## src/rtl/wp_pkg.sv

```systemverilog
package wp_pkg;

  localparam int unsigned DEF_WORD_W = 32;
  localparam int unsigned DEF_LANES = 3;
  localparam int unsigned DEF_BEAT_WORDS = 4;

  // Strobes from control to datapath for one cycle
  typedef struct packed {
    logic shiftOut;   // drop one full beat from the bottom of the buffer
    logic accept;     // merge the masked input words
    logic clearAll;   // empty the buffer (end of a drain)
  } wp_strobe_t;

endpackage

```

## src/rtl/wp_ctrl.sv

```systemverilog
module wp_ctrl
  import wp_pkg::*;
#(
  parameter int unsigned LANES = DEF_LANES,
  parameter int unsigned BEAT_WORDS = DEF_BEAT_WORDS,
  parameter int unsigned CNT_W = 3,
  parameter int unsigned OFF_W = 2
) (
  input  logic             clk,
  input  logic             rst,
  input  logic [LANES-1:0] inEn,
  input  logic             flush,
  output wp_strobe_t       strobe,
  output logic [OFF_W-1:0] offset,
  output logic             outValid,
  output logic [CNT_W-1:0] outCount,
  output logic [CNT_W-1:0] wordCnt,
  output logic             drainFlag
);

  localparam logic [CNT_W-1:0] BEAT_CNT = CNT_W'(BEAT_WORDS);

  logic [CNT_W-1:0] cntQ, cntN;
  logic             drainQ, drainN;
  logic [CNT_W-1:0] newWords;
  logic             beatReady;
  logic             partialCycle;
  logic             acceptNow;

  // Number of enabled lanes
  always_comb begin
    newWords = '0;
    for (int l = 0; l < int'(LANES); l++) begin
      newWords = newWords + CNT_W'(inEn[l]);
    end
  end

  always_comb begin
    beatReady    = cntQ[OFF_W];
    partialCycle = drainQ && !beatReady;
    acceptNow    = !drainQ && (|inEn);
    if (partialCycle) begin
      cntN   = '0;
      drainN = 1'b0;
    end else begin
      cntN   = cntQ - (beatReady ? BEAT_CNT : '0) + (acceptNow ? newWords : '0);
      drainN = drainQ | flush;
    end
  end

  always_ff @(posedge clk) begin
    if (rst) begin
      cntQ   <= '0;
      drainQ <= 1'b0;
    end else begin
      cntQ   <= cntN;
      drainQ <= drainN;
    end
  end

  assign strobe.shiftOut = beatReady;
  assign strobe.accept   = acceptNow;
  assign strobe.clearAll = partialCycle;
  assign offset          = cntQ[OFF_W-1:0];

  assign outValid  = beatReady | (drainQ && (cntQ != '0));
  assign outCount  = beatReady ? BEAT_CNT : (drainQ ? cntQ : '0);
  assign wordCnt   = cntQ;
  assign drainFlag = drainQ;

endmodule

```

## src/rtl/wp_data.sv

```systemverilog
module wp_data
  import wp_pkg::*;
#(
  parameter int unsigned WORD_W = DEF_WORD_W,
  parameter int unsigned LANES = DEF_LANES,
  parameter int unsigned BEAT_WORDS = DEF_BEAT_WORDS,
  parameter int unsigned OFF_W = 2
) (
  input  logic                      clk,
  input  logic                      rst,
  input  logic [WORD_W*LANES-1:0]   inData,
  input  logic [LANES-1:0]          inEn,
  input  wp_strobe_t                strobe,
  input  logic [OFF_W-1:0]          offset,
  output logic [WORD_W*BEAT_WORDS-1:0] outData
);

  localparam int unsigned LANE_BITS = WORD_W * LANES;
  localparam int unsigned BEAT_W    = WORD_W * BEAT_WORDS;
  localparam int unsigned BUF_W     = WORD_W * (BEAT_WORDS + LANES);

  logic [LANE_BITS-1:0] maskedIn;
  logic [BUF_W-1:0]     bufQ, bufN, baseVal, insVal;

  // Force disabled lanes to zero
  generate
    for (genvar l = 0; l < int'(LANES); l++) begin : gLane
      assign maskedIn[l*WORD_W +: WORD_W] = inEn[l] ? inData[l*WORD_W +: WORD_W] : '0;
    end
  endgenerate

  always_comb begin
    if (strobe.clearAll)      baseVal = '0;
    else if (strobe.shiftOut) baseVal = bufQ >> BEAT_W;
    else                      baseVal = bufQ;
    insVal = {{(BUF_W-LANE_BITS){1'b0}}, maskedIn} << (int'(offset) * int'(WORD_W));
    bufN   = strobe.accept ? (baseVal | insVal) : baseVal;
  end

  always_ff @(posedge clk) begin
    if (rst) bufQ <= '0;
    else     bufQ <= bufN;
  end

  assign outData = bufQ[BEAT_W-1:0];

endmodule

```

## src/rtl/word_packer.sv

```systemverilog
module word_packer
  import wp_pkg::*;
#(
  parameter int unsigned WORD_W = DEF_WORD_W,
  parameter int unsigned LANES = DEF_LANES,
  parameter int unsigned BEAT_WORDS = DEF_BEAT_WORDS
) (
  input  logic                          clk,
  input  logic                          rst,
  input  logic [WORD_W*LANES-1:0]       inData,
  input  logic [LANES-1:0]              inEn,
  input  logic                          flush,
  output logic [WORD_W*BEAT_WORDS-1:0]  outData,
  output logic                          outValid,
  output logic [$clog2(BEAT_WORDS+LANES)-1:0] outCount
);

  localparam int unsigned CNT_W = $clog2(BEAT_WORDS + LANES);
  localparam int unsigned OFF_W = $clog2(BEAT_WORDS);

  wp_strobe_t       strobe;
  logic [OFF_W-1:0] offset;
  logic [CNT_W-1:0] wordCnt;
  logic             drainFlag;

  wp_ctrl #(
    .LANES(LANES), .BEAT_WORDS(BEAT_WORDS), .CNT_W(CNT_W), .OFF_W(OFF_W)
  ) u_ctrl (
    .clk(clk), .rst(rst), .inEn(inEn), .flush(flush),
    .strobe(strobe), .offset(offset),
    .outValid(outValid), .outCount(outCount),
    .wordCnt(wordCnt), .drainFlag(drainFlag)
  );

  wp_data #(
    .WORD_W(WORD_W), .LANES(LANES), .BEAT_WORDS(BEAT_WORDS), .OFF_W(OFF_W)
  ) u_data (
    .clk(clk), .rst(rst), .inData(inData), .inEn(inEn),
    .strobe(strobe), .offset(offset), .outData(outData)
  );

endmodule

```

## config.mk

```make
export PLATFORM = sky130hd
export DESIGN_NAME = word_packer
export DESIGN_NICKNAME = d
export VERILOG_FILES = /design/src/rtl/wp_pkg.sv /design/src/rtl/wp_ctrl.sv /design/src/rtl/wp_data.sv /design/src/rtl/word_packer.sv
export SDC_FILE = /design/constraint.sdc
export NUM_CORES = 1
export LEC_CHECK = 0
export BUFFER_PORTS_ARGS = -buffer_cell sky130_fd_sc_hd__buf_2
export CORE_MARGIN = 2
export CORE_UTILIZATION = 51
export DETAILED_ROUTE_END_ITERATION = 7
export PLACE_DENSITY = 0.8
export RECOVER_POWER = 25
export SYNTH_ARGS = -nofsm -noshare
export SYNTH_HDL_FRONTEND = slang
export SYNTH_SLANG_ARGS = --single-unit
```

## constraint.sdc

```tcl
create_clock -name clk -period 4.74 [get_ports clk]
set_input_delay 1.185 -clock clk [delete_from_list [all_inputs] [get_ports clk]]
set_output_delay 1.185 -clock clk [all_outputs]
set_load 0.03 [all_outputs]
```

==> impl_metrics.env, run 1 <==
export IMPL_crit_arrival_ns=3.97
export IMPL_slew_violations=90
export IMPL_start_util_pct=51.49
export IMPL_clk_pin_slew_ns=0.06
export IMPL_vias=10360
export IMPL_hold_path_class="flip-flop to flip-flop"
export IMPL_synthCells=1281
export IMPL_period_needed_ns=3.514
export IMPL_first_global_vias=9757
export IMPL_power_density_nw_per_um2=442.3
export IMPL_rsz0062_at_grt="no"
export IMPL_ys_async_sr_fraction_pct=0
export IMPL_violations="max-capacitance violations, max-slew violations"
export IMPL_max_freq_mhz=284.6
export IMPL_drt_initial_drc_count=1035
export IMPL_cts_resized_gates=0
export IMPL_synth_cell_type_count=42
export IMPL_ys_warn_count=0
export IMPL_leakage_nw=4.507
export IMPL_synth_nets=1391
export IMPL_slowest_stage="nor3_4"
export IMPL_dp_hpwl_um=19990
export IMPL_cts_root_buf="clkbuf_16"
export IMPL_grt_util_all_layers_pct=26.67
export IMPL_vias_per_cell=6.559
export IMPL_cts_max_path_buffers=3
export IMPL_clock_sinks=228
export IMPL_synth_area_um2=11590
export IMPL_min_path_cells=2
export IMPL_path_cells="clkbuf_2 -> nor3_4 -> buf_12 -> a221o_1"
export IMPL_drt_pass1_iter_count=7
export IMPL_cp_top_family="buffers and inverters"
export IMPL_synth_seq_area_share_pct=39.39
export IMPL_fp_dieH_um=154.7
export IMPL_cp_depth=4
export IMPL_num_antenna_cells=0
export IMPL_worstSetupEndpointType="flip-flop"
export IMPL_dieArea_um2=23940
export IMPL_ys_flop_type="dfxtp_1"
export IMPL_worst_slew_pin_slew_ns=1.903
export IMPL_fin_skew_ns=0.01767
export IMPL_ir_drop_mv=0.2509
export IMPL_post_cts_setup_buffer_count=0
export IMPL_avgSynthCellArea_um2=9.046
export IMPL_fin_util_pct=54.93
export IMPL_status="finished, violations left"
export IMPL_final_period_utilization_pct=74.14
export IMPL_cts_hold_buf=0
export IMPL_io_buffers=233
export IMPL_antenna_found_initial=0
export IMPL_die_x_um=154.7
export IMPL_clock_latency_ns=0.52
export IMPL_finalNetCount=1389
export IMPL_reg2reg_depth=5
export IMPL_design_core_area_um2=22500
export IMPL_routabilityCongestion=0.8214
export IMPL_final_hold_viol_count=0
export IMPL_drt_total_wl_um=33490
export IMPL_timing_slew_headroom_pct=-26.84
export IMPL_synth_edf_count=0
export IMPL_cp_required_ns=5.20
export IMPL_fin_total_pwr_mw=5.468
export IMPL_finalSetupTns_ns=0
export IMPL_h_tree_depth=1
export IMPL_start_kind="input port"
export IMPL_setup_worst_path_class="input port to flip-flop"
export IMPL_grt_ovfl_total=0
export IMPL_timing_hold_ws_ns=0.4569
export IMPL_setup_viol=0
export IMPL_pin_count=234
export IMPL_cts_buffers=24
export IMPL_grt_max_degree=109
export IMPL_ys_ff_latch=228
export IMPL_area_delta_synth_final_pct=6.684
export IMPL_drc=0
export IMPL_cts_tree="built"
export IMPL_grt_pass1_wl_um=52400
export IMPL_drv_cap=1
export IMPL_crit_fanout=90
export IMPL_critPathMaxStageDelay_ns=1.24
export IMPL_crit_buf_inv=2
export IMPL_rows=55
export IMPL_drive_gt1_share_pct=16.45
export IMPL_wl_per_cell_um=21.20
export IMPL_drtAntennaViolNets=0
[layout by cell type (no fill, tap or decap), drive strengths merged, types with 32 or more instances in the layout]
cell type and count:
buf 161, a221o 32, and3 33, nand2 65, nand4b 32, a22oi 128
a31oi 33, dfxtp 228, o211ai 32, and2 34, and3b 32, a2111o 32
a2111oi 32, o2111ai 32, a21oi 96, nor2 36, or4 32, nand3b 32
nand3 33, clkbuf 127
[registers in the layout, indices dropped and copies added, names as in the netlist]
name and count:
u_ctrl.wordCnt 3, u_ctrl.drainFlag 1, u_data.bufQ 224
[layer usage]
layer  wire length [um]  track usage, %  up-vias
met5                  0               0        -
met4                883           9.612        0
met3               3201           5.015       71
met2              15030           41.18      579
met1              14380           37.34     4943
li1                   -               -     4771
[final cells by class]
type | instances | area (um^2)
clock buffer | 37 | 740.7
multi-input combinational | 769 | 5419
tap | 285 | 356.6
fill | 2048 | 10140
timing repair buffer | 251 | 1227
inverter | 5 | 18.77
sequential | 228 | 4574
clock inverter | 5 | 25.02
[worst min-delay path, stage by stage, from the launching register on]
cell	delay, ns
dfxtp_1	0.31
nand2_1	0.05
a21oi_1	0.05
[through the flow]
stage | setup WS, ns | area [um^2] | cells
6_report | 1.226 | 12360 | 1580
3_3_place_gp | 1.348 | 11710 | 1538
5_1_grt | 0.9945 | 12360 | 1580
4_1_cts | 1.273 | 12480 | 1580
2_1_floorplan | 1.305 | 11590 | 1281
3_5_place_dp | 1.300 | 11710 | 1538
[report_power, final]
part	switching, mW	internal, mW	total [mW]
Sequential	0.192	2.07	2.26
Clock	0.760	1.07	1.83
Combinational	0.988	0.390	1.38
[final timing paths]
path | from | endpoint | slack (ns)
max | rst | u_data.bufQ[110] | 1.23
min | u_data.bufQ[155] | u_data.bufQ[155] | 0.46
max reg2reg | u_ctrl.wordCnt[2] | u_data.bufQ[92] | 2.06
min reg2reg | u_data.bufQ[155] | u_data.bufQ[155] | 0.46
[cells in the mapped netlist, types with 2 or more instances]
| cell type | number | area [um^2] |
|---|---|---|
| dfxtp_1 | 228 | 4564 |
| buf_4 | 129 | 968.4 |
| a22oi_1 | 128 | 960.9 |
| a21oi_1 | 96 | 480.5 |
| clkbuf_1 | 89 | 334.1 |
| nand2_1 | 65 | 244.0 |
| buf_2 | 50 | 250.2 |
| nor2_1 | 35 | 131.4 |
| and2_1 | 34 | 212.7 |
| a31oi_1 | 33 | 206.5 |
| and3_1 | 33 | 206.5 |
| nand3_1 | 33 | 165.2 |
| a2111o_1 | 32 | 360.4 |
| a2111oi_0 | 32 | 280.3 |
| a221o_1 | 32 | 320.3 |
| and3b_1 | 32 | 280.3 |
| nand3b_1 | 32 | 240.2 |
| nand4b_1 | 32 | 280.3 |
| o2111ai_1 | 32 | 280.3 |
| o211ai_1 | 32 | 240.2 |
| or4_1 | 32 | 240.2 |
| ha_1 | 7 | 87.58 |
| buf_6 | 5 | 56.30 |
| buf_1 | 4 | 15.01 |
| inv_1 | 4 | 15.01 |
| clkbuf_2 | 2 | 10.01 |
| nor2b_1 | 2 | 12.51 |
| nor3_1 | 2 | 10.01 |
[cell families after synthesis]
family          share of synthesized area (%)
buf+inv                                 14.26
fa+ha+maj                              0.9286
xor+xnor                              0.07560
compound gates                          27.14
flops                                   39.39
simple gates                            18.12
mux                                   0.08639
Note: power is estimated with default switching activity, not from simulation.
==> run 2, diff against run 1 <==
--- a/config.mk
+++ b/config.mk
@@ -7,9 +7,9 @@
 export LEC_CHECK = 0
 export BUFFER_PORTS_ARGS = -buffer_cell sky130_fd_sc_hd__buf_2
 export CORE_MARGIN = 2
-export CORE_UTILIZATION = 51
+export CORE_UTILIZATION = 50
 export DETAILED_ROUTE_END_ITERATION = 7
-export PLACE_DENSITY = 0.8
+export PLACE_DENSITY = 0.82
 export RECOVER_POWER = 25
 export SYNTH_ARGS = -nofsm -noshare
 export SYNTH_HDL_FRONTEND = slang
==> constraint.sdc (replaced) <==
create_clock -name clk -period 3.1 [get_ports clk]
set_input_delay 0.775 -clock clk [delete_from_list [all_inputs] [get_ports clk]]
set_output_delay 0.775 -clock clk [all_outputs]
set_load 0.03 [all_outputs]
==> run 2 against run 1 <==
The flow finishes with violations (max-slew violations). Total power up 56%. Routed wire length rose by 3.7%. Highest routed layer unchanged. Sequential share of layout area fell by 0.39 points. Core utilization grew 0.074 points. Hold slack lost 0.00080 ns. Clock-buffer cell count grew 1. Largest power group unchanged. Die area increased by 1.9%. Flip-flop and latch count stayed put.
==> impl_metrics.env, run 2 (same netlist as run 1, synthesis figures left out) <==
export IMPL_status="finished, violations left"
export IMPL_violations="max-slew violations"
export IMPL_clk_pin_slew_ns=0.06
export IMPL_timing_final_ws_setup_ns=0.1423
export IMPL_drc=0
export IMPL_timing_slew_headroom_pct=-1.569
export IMPL_clock_sinks=228
export IMPL_design_area_um2=12490
export IMPL_pin_count=234
export IMPL_internal_power_mw=5.514
export IMPL_vias=10710
export IMPL_finalSetupTns_ns=0
export IMPL_rsz0062_at_grt="no"
export IMPL_ir_drop_mv=0.4210
export IMPL_h_tree_depth=1
export IMPL_dieArea_um2=24410
export IMPL_max_freq_mhz=338.1
export IMPL_fin_skew_ns=0.01714
export IMPL_setup_worst_path_class="flip-flop to output port"
export IMPL_post_place_ws_ns=0.3022
export IMPL_antenna_found_initial=2
export IMPL_cts_resized_gates=0
export IMPL_reg2reg_slack_ns=0.52
export IMPL_crit_arrival_ns=2.18
export IMPL_cp_required_ns=2.32
export IMPL_fin_total_pwr_mw=8.546
export IMPL_seq_power_share_pct=40.0
export IMPL_drt_total_wl_um=34720
export IMPL_cts_buffers=25
export IMPL_clock_latency_ns=0.53
export IMPL_crit_fanout=59
export IMPL_power_density_nw_per_um2=684.1
export IMPL_final_common_cell="dfxtp_1"
export IMPL_final_hold_viol_count=0
export IMPL_cts_hold_buf=0
export IMPL_cts_root_buf="clkbuf_16"
export IMPL_start_kind="flip-flop"
export IMPL_rows=55
export IMPL_worstSetupEndpointType="output port"
export IMPL_reg2reg_depth=4
export IMPL_drt_initial_drc_count=1060
export IMPL_cts_tree="built"
export IMPL_crit_path_end="outCount[0]"
export IMPL_die_x_um=156.2
export IMPL_pwr_share_comb_pct=25.9
export IMPL_clkPwrFrac_pct=34.1
export IMPL_start_util_pct=51.02
export IMPL_setup_viol=0
export IMPL_drive_gt1_share_pct=17.15
export IMPL_swShare_pct=35.48
export IMPL_min_from="u_data.bufQ[151]"
export IMPL_grt_max_degree=161
export IMPL_finalNetCount=1399
export IMPL_top_register="u_data.bufQ"
export IMPL_p_sw_mw=3.032
export IMPL_fin_util_pct=55.01
export IMPL_grt_pass1_wl_um=54230
export IMPL_timing_rr_start="u_ctrl.wordCnt[0]"
export IMPL_instances_no_fill=1593
export IMPL_numPlacedInstances=1547
export IMPL_dp_hpwl_um=20690
export IMPL_period_needed_ns=2.958
export IMPL_wl_per_cell_um=21.79
export IMPL_r2r_end="u_data.bufQ[172]"
export IMPL_design_core_area_um2=22710
export IMPL_largest_register_ffs=224
export IMPL_slew_violations=85
export IMPL_worst_slew_pin_slew_ns=1.524
export IMPL_first_global_vias=10050
export IMPL_mostFrequentLayoutCells="224 x dfxtp_1, 144 x buf_2, 128 x a22oi_1"
export IMPL_routabilityCongestion=0.8315
export IMPL_io_buffers=233
export IMPL_leakage_nw=4.577
export IMPL_hold_path_class="flip-flop to flip-flop"
export IMPL_post_cts_setup_buffer_count=0
export IMPL_area_delta_synth_final_pct=7.807
export IMPL_drv_cap=0
export IMPL_final_period_utilization_pct=95.41
export IMPL_fp_dieH_um=156.2
export IMPL_place_area_um2=11810
export IMPL_drtAntennaViolNets=0
export IMPL_grt_ovfl_total=0
export IMPL_startpoint="u_ctrl.wordCnt[0]"
export IMPL_timing_hold_ws_ns=0.4561
export IMPL_grt_util_all_layers_pct=27.30
export IMPL_drt_pass1_iter_count=5
export IMPL_cts_max_path_buffers=3
export IMPL_vias_per_cell=6.720
run 2: power groups by stage:
stage | Combinational, mW | Clock (mW) | Sequential, mW
after floorplan | 1.87 | 0 | 3.32
after global placement | 2.18 | 0 | 3.46
after detailed placement | 2.21 | 0 | 3.47
after CTS | 2.22 | 2.95 | 3.41
after global routing | 2.35 | 3.06 | 3.45
final | 2.21 | 2.92 | 3.42
run 2: routing by layer:
layer,vias up,wire length [um],track usage (%)
met5,-,0,0
met4,0,1159,11.14
met3,98,3425,5.262
li1,4784,-,-
met1,5127,14500,37.34
met2,696,15630,42.44
run 2: worst min path at each step:
stage | end | slack [ns] | depth (start not counted)
after floorplan | u_data.bufQ[221] | 0.43 | 1
after global placement | u_data.bufQ[137] | 0.44 | 2
after detailed placement | u_data.bufQ[214] | 0.44 | 1
after CTS | u_data.bufQ[139] | 0.45 | 2
after global routing | u_data.bufQ[194] | 0.47 | 1
final | u_data.bufQ[151] | 0.46 | 2
run 2: area by class of cell:
cell class,count,area (um^2)
Tap cell,285,356.6
Antenna cell,2,5.005
Fill cell,2090,10220
Clock buffer,38,744.5
Inverter,5,18.77
Clock inverter,6,58.81
Sequential cell,228,4574
Multi-Input combinational cell,769,5419
Timing Repair Buffer,260,1315
run 2: critical path, cell delays in order (launching register included):
cell	delay, ns
dfxtp_4	0.68
buf_4	0.48
and2_1	0.25
buf_2	0.21
